<file path="src/rtl/sbs_pkg.sv">
package sbs_pkg;
  localparam int BUS_W   = 32;
  localparam int CFG_W   = 8;
  localparam int NSEQ_W  = 3;
  localparam int SEQ_W   = 2;
  localparam int WAIT_W  = NSEQ_W + 1;
  localparam int IDX_W   = 2;
  localparam int BEAT_W  = IDX_W + 1;

  typedef struct packed {
    logic [SEQ_W-1:0]  seq_wait;
    logic [NSEQ_W-1:0] nseq_code;
    logic              page_en;
    logic [1:0]        width;
  } seg_cfg_t;

  localparam logic [CFG_W-1:0] CFG_RESET = 8'hFA;

  function automatic logic [1:0] log_bytes(input logic [1:0] code);
    return (code == 2'd3) ? 2'd2 : code;
  endfunction

  function automatic logic [BEAT_W-1:0] beat_count(input logic [1:0] wcode,
                                                   input logic [1:0] scode);
    logic [1:0] wl;
    logic [1:0] sl;
    wl = log_bytes(wcode);
    sl = log_bytes(scode);
    if (sl > wl) return BEAT_W'(1 << (sl - wl));
    return BEAT_W'(1);
  endfunction

  function automatic logic [BUS_W-1:0] lane_slice(input logic [BUS_W-1:0] data,
                                                  input logic [1:0] wcode,
                                                  input logic [1:0] scode,
                                                  input logic [IDX_W-1:0] idx);
    logic [1:0] wl;
    logic [1:0] sl;
    logic [1:0] ml;
    logic [BUS_W-1:0] mask;
    int sh;
    wl = log_bytes(wcode);
    sl = log_bytes(scode);
    ml = (sl < wl) ? sl : wl;
    sh = int'(idx) * (8 << wl);
    case (ml)
      2'd0:    mask = 32'h0000_00FF;
      2'd1:    mask = 32'h0000_FFFF;
      default: mask = 32'hFFFF_FFFF;
    endcase
    return (data >> sh) & mask;
  endfunction
endpackage

</file>
<file path="src/rtl/sbs_cfg_bank.sv">
module sbs_cfg_bank
  import sbs_pkg::*;
#(
  parameter int NUM_SEG = 6,
  parameter int SEG_W   = 3
) (
  input  logic             clk,
  input  logic             rst,
  input  logic             we,
  input  logic [SEG_W-1:0] widx,
  input  logic [CFG_W-1:0] wdata,
  input  logic [SEG_W-1:0] ridx,
  output seg_cfg_t         rcfg
);
  logic [CFG_W-1:0] regs [NUM_SEG];

  for (genvar g = 0; g < NUM_SEG; g++) begin : g_seg
    always_ff @(posedge clk) begin
      if (rst)
        regs[g] <= CFG_RESET;
      else if (we && int'(widx) == g)
        regs[g] <= wdata;
    end
  end

  always_comb begin
    rcfg = seg_cfg_t'(CFG_RESET);
    for (int i = 0; i < NUM_SEG; i++)
      if (int'(ridx) == i) rcfg = seg_cfg_t'(regs[i]);
  end
endmodule

</file>
<file path="src/rtl/sbs_wait_sel.sv">
module sbs_wait_sel
  import sbs_pkg::*;
(
  input  seg_cfg_t          cfg,
  input  logic              first_beat,
  input  logic              seq_flag,
  output logic [WAIT_W-1:0] waits
);
  logic use_seq;

  always_comb begin
    use_seq = cfg.page_en && (!first_beat || seq_flag);
    if (use_seq)
      waits = WAIT_W'(cfg.seq_wait);
    else
      waits = WAIT_W'(cfg.nseq_code) + WAIT_W'(1);
  end
endmodule

</file>
<file path="src/rtl/sbs_beat_engine.sv">
module sbs_beat_engine
  import sbs_pkg::*;
(
  input  logic              clk,
  input  logic              rst,
  input  logic              req_valid,
  input  logic              req_seq,
  input  logic [1:0]        req_size,
  input  logic [BUS_W-1:0]  req_wdata,
  input  seg_cfg_t          live_cfg,
  output logic              busy,
  output logic              beat_ack,
  output logic [IDX_W-1:0]  beat_idx,
  output logic [BUS_W-1:0]  bus_wdata,
  output logic              done
);
  seg_cfg_t          cfg_q;
  logic              seq_q;
  logic [1:0]        size_q;
  logic [BUS_W-1:0]  data_q;
  logic [WAIT_W-1:0] cnt_q;
  logic [IDX_W-1:0]  last_q;
  logic              accept;
  seg_cfg_t          sel_cfg;
  logic [WAIT_W-1:0] load_waits;
  logic [IDX_W-1:0]  next_idx;
  logic [BEAT_W-1:0] nbeats;

  assign accept   = req_valid && !busy;
  assign sel_cfg  = busy ? cfg_q : live_cfg;
  assign next_idx = beat_idx + IDX_W'(1);
  assign nbeats   = beat_count(live_cfg.width, req_size);

  sbs_wait_sel u_wait_sel (
    .cfg        (sel_cfg),
    .first_beat (!busy),
    .seq_flag   (busy ? seq_q : req_seq),
    .waits      (load_waits)
  );

  always_ff @(posedge clk) begin
    if (rst) begin
      busy      <= 1'b0;
      beat_ack  <= 1'b0;
      done      <= 1'b0;
      beat_idx  <= '0;
      bus_wdata <= '0;
      cfg_q     <= seg_cfg_t'(CFG_RESET);
      seq_q     <= 1'b0;
      size_q    <= '0;
      data_q    <= '0;
      cnt_q     <= '0;
      last_q    <= '0;
    end else begin
      done <= 1'b0;
      if (accept) begin
        busy      <= 1'b1;
        cfg_q     <= live_cfg;
        seq_q     <= req_seq;
        size_q    <= req_size;
        data_q    <= req_wdata;
        last_q    <= IDX_W'(nbeats - BEAT_W'(1));
        beat_idx  <= '0;
        cnt_q     <= load_waits;
        beat_ack  <= (load_waits == '0);
        bus_wdata <= lane_slice(req_wdata, live_cfg.width, req_size, '0);
      end else if (busy) begin
        if (cnt_q != '0) begin
          cnt_q    <= cnt_q - WAIT_W'(1);
          beat_ack <= (cnt_q == WAIT_W'(1));
        end else if (beat_idx == last_q) begin
          busy      <= 1'b0;
          done      <= 1'b1;
          beat_ack  <= 1'b0;
          beat_idx  <= '0;
          bus_wdata <= '0;
        end else begin
          beat_idx  <= next_idx;
          cnt_q     <= load_waits;
          beat_ack  <= (load_waits == '0);
          bus_wdata <= lane_slice(data_q, cfg_q.width, size_q, next_idx);
        end
      end else begin
        beat_ack <= 1'b0;
      end
    end
  end
endmodule

</file>
<file path="src/rtl/static_bus_seq.sv">
module static_bus_seq
  import sbs_pkg::*;
#(
  parameter int NUM_SEG = 6,
  parameter int SEG_W   = 3
) (
  input  logic              clk,
  input  logic              rst,
  input  logic              cfg_we,
  input  logic [SEG_W-1:0]  cfg_idx,
  input  logic [CFG_W-1:0]  cfg_data,
  input  logic              req_valid,
  input  logic [SEG_W-1:0]  req_seg,
  input  logic              req_seq,
  input  logic [1:0]        req_size,
  input  logic [BUS_W-1:0]  req_wdata,
  output logic              busy,
  output logic              beat_ack,
  output logic [IDX_W-1:0]  beat_idx,
  output logic [BUS_W-1:0]  bus_wdata,
  output logic              done
);
  seg_cfg_t live_cfg;

  sbs_cfg_bank #(.NUM_SEG(NUM_SEG), .SEG_W(SEG_W)) u_cfg_bank (
    .clk   (clk),
    .rst   (rst),
    .we    (cfg_we),
    .widx  (cfg_idx),
    .wdata (cfg_data),
    .ridx  (req_seg),
    .rcfg  (live_cfg)
  );

  sbs_beat_engine u_engine (
    .clk       (clk),
    .rst       (rst),
    .req_valid (req_valid),
    .req_seq   (req_seq),
    .req_size  (req_size),
    .req_wdata (req_wdata),
    .live_cfg  (live_cfg),
    .busy      (busy),
    .beat_ack  (beat_ack),
    .beat_idx  (beat_idx),
    .bus_wdata (bus_wdata),
    .done      (done)
  );
endmodule

</file>
<file path="config.mk">
export PLATFORM = sky130hd
export DESIGN_NAME = static_bus_seq
export DESIGN_NICKNAME = d
export VERILOG_FILES = /design/src/rtl/sbs_pkg.sv /design/src/rtl/sbs_cfg_bank.sv /design/src/rtl/sbs_wait_sel.sv /design/src/rtl/sbs_beat_engine.sv /design/src/rtl/static_bus_seq.sv
export SDC_FILE = /design/constraint.sdc
export NUM_CORES = 1
export LEC_CHECK = 0
export BUFFER_PORTS_ARGS = -buffer_cell sky130_fd_sc_hd__buf_2
export CELL_PAD_IN_SITES_DETAIL_PLACEMENT = 0
export CELL_PAD_IN_SITES_GLOBAL_PLACEMENT = 1
export CORE_MARGIN = 2
export CORE_UTILIZATION = 47
export DETAILED_ROUTE_END_ITERATION = 8
export PLACE_DENSITY_LB_ADDON = 0.08
export REMOVE_ABC_BUFFERS = 1
export SLEW_MARGIN = 20
export SYNTH_ARGS = -nofsm -noshare
export SYNTH_HDL_FRONTEND = slang
export SYNTH_SLANG_ARGS = --single-unit
</file>
<file path="constraint.sdc">
create_clock -name clk -period 9.71 [get_ports clk]
set_input_delay 1.942 -clock clk [delete_from_list [all_inputs] [get_ports clk]]
set_output_delay 1.942 -clock clk [all_outputs]
set_load 0.005 [all_outputs]
</file>
[After elaboration in Yosys (flattened, before gate mapping)]
Memories as Yosys holds them, arrays and structs flattened.
Cells that the tools add are included.
Word-level totals
  bits in writable memories: 48
  register bits after elaboration: 86
  output and inout bits: 37
  word-level logic and storage cells: 150
  input port bits: 53
  memories: 1
Operators by class
  add/subtract/negate cells: 5
  order comparisons: 3
  eq/ne operators: 20
  reductions and logical operators: 22
  shifts and indexed selects: 3
  multipliers: 1
  muxes and demuxes: 71
  bitwise gates (word level): 10
Memory list
  u_cfg_bank.regs: words 6, bits a word 8, rd ports 6, clocked after Yosys merged registers in 0, write ports 6, RTL line sbs_cfg_bank.sv:15  | logic [CFG_W-1:0] regs [NUM_SEG];
Operators with widths (count)
  32-bit 2-to-1 mux: 11
  32-bit one-hot mux with 2 select lines: 2
  8-bit 2-to-1 mux: 13
  32-bit AND: 2
  3-bit by 32-bit multiplier with 32-bit output: 1
  4-bit by 2-bit << shifter with 32-bit output (first input constant): 1
  32-bit by 32-bit >> shifter with 32-bit output: 1
  1-bit 2-to-1 mux: 31
  3-bit equality test (second input constant): 8
  4-bit 2-to-1 mux: 5
  2-bit 2-to-1 mux: 9
  2-bit equality test (second input constant): 4
  1-bit logical AND: 8
  3-bit by 2-bit equality test with 1-bit output (second input constant): 2
  3-bit logical NOT: 2
  1-bit bitwise OR: 6
  2-bit AND reduction: 3
  3-bit by 1-bit adder with 4-bit output (second input constant): 1
  2-bit by 1-bit equality test with 1-bit output (second input constant): 2
  4-bit by 1-bit equality test with 1-bit output (second input constant): 1
  2-bit logical NOT: 2
  4-bit logical NOT: 1
  2-bit < comparator: 2
  4-bit nonzero test: 1
  other kinds (15): 16

[Longest topological paths before layout]
  depth after elaboration: 17
  depth in mapped cells: 13
  gate-level depth less buffers: 12

[Hierarchy]
From an unflattened synthesis, not the netlist that was laid out.
Second synthesis, totals
  cell total of the unflattened synthesis: 730
  area total of the unflattened synthesis: 7123.1 um^2
Modules (own cells, without submodules)
  sbs_beat_engine: times used 1, area an instance 4754.6 um^2, cells each 557
  sbs_cfg_bank: times used 1, area an instance 2294.7 um^2, cells each 164
  sbs_wait_sel: times used 1, area an instance 73.8 um^2, cells each 9

[Worst setup path before layout]
Ideal clock, no wire load.
  path type: in2reg
  start: in req_seg[0]
  end: reg u_engine.bus_wdata[10]
  path slack: 5.325 ns
  library setup time: 0.119 ns
  cell stages on the path: 9
  required time: 9.591 ns
  arrival time: 4.266 ns
  cell sequence: buf_2 > mux4_2 > a2bb2oi_1 > nor2_1 > ha_1 > fa_1 > a311o_1 > nor2b_1 > o221a_2
Between the ends
  longest elaborated chain between the ends: 17
  elaborated cells between the ends (all ways): 23
RTL lines
  start: declaration: RTL line static_bus_seq.sv:13  | input logic [SEG_W-1:0] req_seg,
  3-bit logical NOT: RTL line sbs_cfg_bank.sv:29  | if (int'(ridx) == i) rcfg = seg_cfg_t'(regs[i]);
  8-bit 2-to-1 mux (5 in a row): RTL line sbs_cfg_bank.sv:29
  8-bit 2-to-1 mux *: RTL line sbs_cfg_bank.sv:29
  2-bit equality test: RTL line sbs_pkg.sv:20  | return (code == 2'd3) ? 2'd2 : code;
  2-bit 2-to-1 mux *: RTL line sbs_pkg.sv:20
  2-bit < comparator: RTL line sbs_pkg.sv:44  | ml = (sl < wl) ? sl : wl;
  2-bit 2-to-1 mux *: RTL line sbs_pkg.sv:44
  2-bit by 1-bit equality test with 1-bit output or 2-bit logical NOT (tied branches): RTL line sbs_pkg.sv:46  | case (ml)
  32-bit one-hot mux with 2 select lines *: RTL line sbs_pkg.sv:46
  32-bit 2-to-1 mux *: RTL line sbs_beat_engine.sv:56  | if (accept) begin
  32-bit 2-to-1 mux *: RTL line sbs_beat_engine.sv:42  | if (rst) begin
  32-bit AND *: RTL line sbs_pkg.sv:51  | return (data >> sh) & mask;
  32-bit 2-to-1 mux *: RTL line sbs_beat_engine.sv:56
  end signal: assignment: RTL line sbs_beat_engine.sv:66  | bus_wdata <= lane_slice(req_wdata, live_cfg.width, req_size, '0);
  end signal: assignment: RTL line sbs_beat_engine.sv:81  | bus_wdata <= lane_slice(data_q, cfg_q.width, size_q, next_idx);
  end: declaration: RTL line sbs_beat_engine.sv:14  | output logic [BUS_W-1:0] bus_wdata,
Every way passes the cells marked *; elsewhere a longest branch is shown, timed or not. The select of a mux whose other input is x is not followed.
A chain may end at the register's enable or synchronous reset.

[Final worst setup path]
  start: in req_seg[0]
  end: reg u_engine.bus_wdata[15]
The elaborated chain is that of the path after synthesis.

==> results.md <==
- Netlist cell types: 64
- Clk buf depth: 2
- Die Area: 0.01484 mm2
- Post-CTS Setup Inserts: 0
- Fin nets: about 850
- Hold Path Class: flip-flop to flip-flop
- Final Hold Violating Endpoints: 0
- Cts hold-fix bufs: 0
- Data arrival, critical path: 4.79 ns
- Fin crit share: 45.61%
- CTS H-tree lvls: 4
- Starting Density: 47.55%
- Post-synth top area share: 26.08%
- Maximum clock rate: 0.2258 GHz
- Synth area leader: dfxtp_1
- CTS tree: done
- Crit start category: input pin
- CORE AREA: 0.01372 mm2
- GRT met3 Usage: 4.541%
- Commonest cells post-synth: nand2_1, dfxtp_1, a21oi_1
- Vert. Die Dim: 121.8 um
- Top delay family on crit path: compound AO/OA/AOI/OAI gates
- NetSw: 500.6 uW
- Number of setup violations in the final report: 0
- Drt first pass iters: 6
- MaxCap Viol Count: 0
- Met2 Usage GRT: approximately two fifths
- Synth Area per Inst: approximately 9.1 um2
- CP Buf/Inv Count: 1
- Largest net degree at the start of global routing: 63
- Critical-path maximum fanout: 20
- Top-count cell post-synth: nand2_1
- Crit-path cells: buf_2 > mux4_2 > a2bb2oi_1 > nor2_1 > ha_1 > fa_1 > nor3_1 > a311o_1 > nor2b_1 > o221a_1
- Worst Setup Path Type: input pin to flip-flop
- Max stage delay on crit path: 0.56 ns
- #FFs+latches synth: between 100 and 150
- Worst Setup End Kind: flip-flop
- Async set or reset register ratio after synthesis: 0%
- GRT met1 Usage: 29.74%
- Pint: 1.222 mW
- Worst ir drop on vdd: approximately 0.12 mV
- Fin crit period: 4.429 ns
- Die X: 121.8 um
- Final ANT Viol Nets: 0
- Site Rows: 43
- Measured slew at the worst slew-check pin: 1.101 ns
- Leakage dissipation: 2.964 nW
- PostCTS Resize Cnt: 0
- GRT busiest layer: met2
- Power Dens Cells: 223.3 mW/mm2
- Final Slew Violations: 0
- Top FF cell, synth: dfxtp_1
- Vias in the first global route: 5,383
- Clock Latency Late Sink: 0.42 ns
- Share of cells above drive strength 1: 22.32%
- RSZ-0062 raised after global routing: no
- Final wirelength: 17,130 um
- Wirelength per Cell: 17.61 um
- DR vias: 5,485
- DRT iter0 DRCs: 463
- Num CTS Buffers: 17
- Dpl hpwl: 11,520 um
- EDFF count, synth: 48
- First-pass GRT wire length: 27,450 um
- Combinational fraction of design power: 21.0%
- Run status: finished, final reports clean
- Layout area overhead: 18.26%
- Total grt overflow: 0
- CTS sink cnt: 133
- Switching share of power: 29.06%
- CP max-delay cell: mux4_2
- CTS clock-pin slew for the worst setup and hold paths: approximately 0.060 ns
- DRC viols: 0
- Fin Setup TNS: 0 ns
- Seq/Total Area, Yosys: 48.18%
- Placed Instances: 941
- Synth Instances: 713
- Sequential Power Share: 39.7%
- Syn Std Cell Area: approximately 0.0065 mm2
- Non-Filler Instances: slightly below 1,000
- Port bufs: 89
- IO Pins: 90
- GPL Wtd Cong: 0.8204
- Initial antenna violation count: 0
- Synth area leaders: dfxtp_1, edfxtp_1, nand2_1
- Synth Warn #: 0
- Antenna diode count: 0
- Vias per cell: 5.637
- Clk root buf: clkbuf_16
- Clock skew: between 0.007 and 0.008 ns
- Total GRT Usage: 24.16%
- Max_slew headroom: a little over a quarter
- Clk pwr share: 39.3%
- Critical Path RT: 10.07 ns
==> metrics by stage <==
step / area, um2 / setup WS, ns / utilization, % / hold slack [ns] / power, mW
after floorplan: 6315 / 4.591 / - / 0.4257 / 0.9177
after global placement: 7089 / 4.888 / 51.67 / 0.4389 / 1.046
after detailed placement: 7089 / 4.856 / 51.67 / 0.4448 / 1.057
after CTS: 7715 / 5.303 / 56.23 / 0.4530 / 1.734
after global routing: 7715 / 5.140 / 56.23 / 0.4732 / 1.815
final: 7715 / 5.281 / 56.23 / 0.4497 / 1.722
==> power by group through the flow <==
stage	clock (mW)	combinational [mW]	sequential, mW
6_report	0.677	0.362	0.684
5_1_grt	0.713	0.410	0.692
4_1_cts	0.687	0.364	0.684
3_5_place_dp	0	0.362	0.695
3_3_place_gp	0	0.353	0.693
2_1_floorplan	0	0.227	0.691
==> per-layer routing <==
| metal | up-vias | routed length [um] |
|---|---|---|
| met5 | - | 0 |
| met2 | 136 | 8539 |
| li1 | 2708 | - |
| met3 | 19 | 657 |
| met1 | 2622 | 7617 |
| met4 | 0 | 316 |
==> tightest hold or removal path, stage by stage (launching register included) <==
cell and delay, ns:
dfxtp_1 0.30, nand2_1 0.05, a21oi_1 0.05
==> placed cells by master, fill, tap and decap left out, types with 4 or more instances in the layout <==
cell type  synthesis  routed
nor3_1            16      16
nand4_1            4       4
o21ai_0           27      25
a211oi_1          10      10
and2_1            10      10
nor2b_1           19      18
dfxtp_1           85      85
buf_2              5      89
nand3_1            5       5
mux2_2             7       7
o22ai_1            5       5
or2_2             24      24
o32ai_1            4       4
o221a_2            8       8
nand2b_1          20      20
mux2i_1           12      12
nand2_1          109     109
a221oi_1          10      10
a21oi_1           72      72
edfxtp_1          48      48
nor2_1            52      52
buf_4              1      12
nor4_1             5       5
a31oi_1            5       5
a222oi_1           8       8
inv_1             13      13
o31ai_1            4       4
o211ai_1          14      14
ha_1              13      13
clkbuf_16          0      19
==> layout make-up <==
| class | count | area, um2 |
|---|---|---|
| Clock inverter | 12 | 146.4 |
| Timing Repair Buffer | 101 | 535.5 |
| Multi-Input combinational cell | 513 | 3133 |
| Tap cell | 180 | 225.2 |
| Sequential cell | 133 | 3143 |
| Clock buffer | 20 | 479.2 |
| Inverter | 14 | 52.55 |
| Fill cell | 1242 | 6005 |
==> registers in the layout (all words and copies together) (netlist names) <==
register            cells
u_cfg_bank.regs        48
u_engine.bus_wdata     32
u_engine.data_q        32
u_engine.cfg_q          8
u_engine.cnt_q          4
u_engine.beat_idx       2
u_engine.last_q         2
u_engine.size_q         2
u_engine.beat_ack       1
u_engine.busy           1
u_engine.done           1
==> logic make-up (layout without fill, tap and decap cells) <==
logic type      count (synthesis)  in the layout  synth area share (%)
buf+inv                        68            147                 4.066
fa+ha+maj                      15             15                 3.107
flops                         133            133                 48.18
other cells                     1              2               0.05748
mux                            22             22                 4.085
xor+xnor                        4              4                0.5371
compound gates                187            187                 19.03
simple gates                  283            283                 20.94
==> path summary, 6_finish.rpt <==
path	cells after the start	slack (ns)	endpoint	startpoint
max	10	5.28	u_engine.bus_wdata[15]$_SDFFE_PP0P_	req_seg[0]
max reg2reg	10	6.02	u_engine.bus_wdata[24]$_SDFFE_PP0P_	u_engine.beat_idx[0]$_SDFFE_PP0P_
min	2	0.45	u_engine.data_q[0]$_SDFFE_PP0P_	u_engine.data_q[0]$_SDFFE_PP0P_
min reg2reg	2	0.45	u_engine.data_q[0]$_SDFFE_PP0P_	u_engine.data_q[0]$_SDFFE_PP0P_
Note: power is estimated with default switching activity, not from simulation.
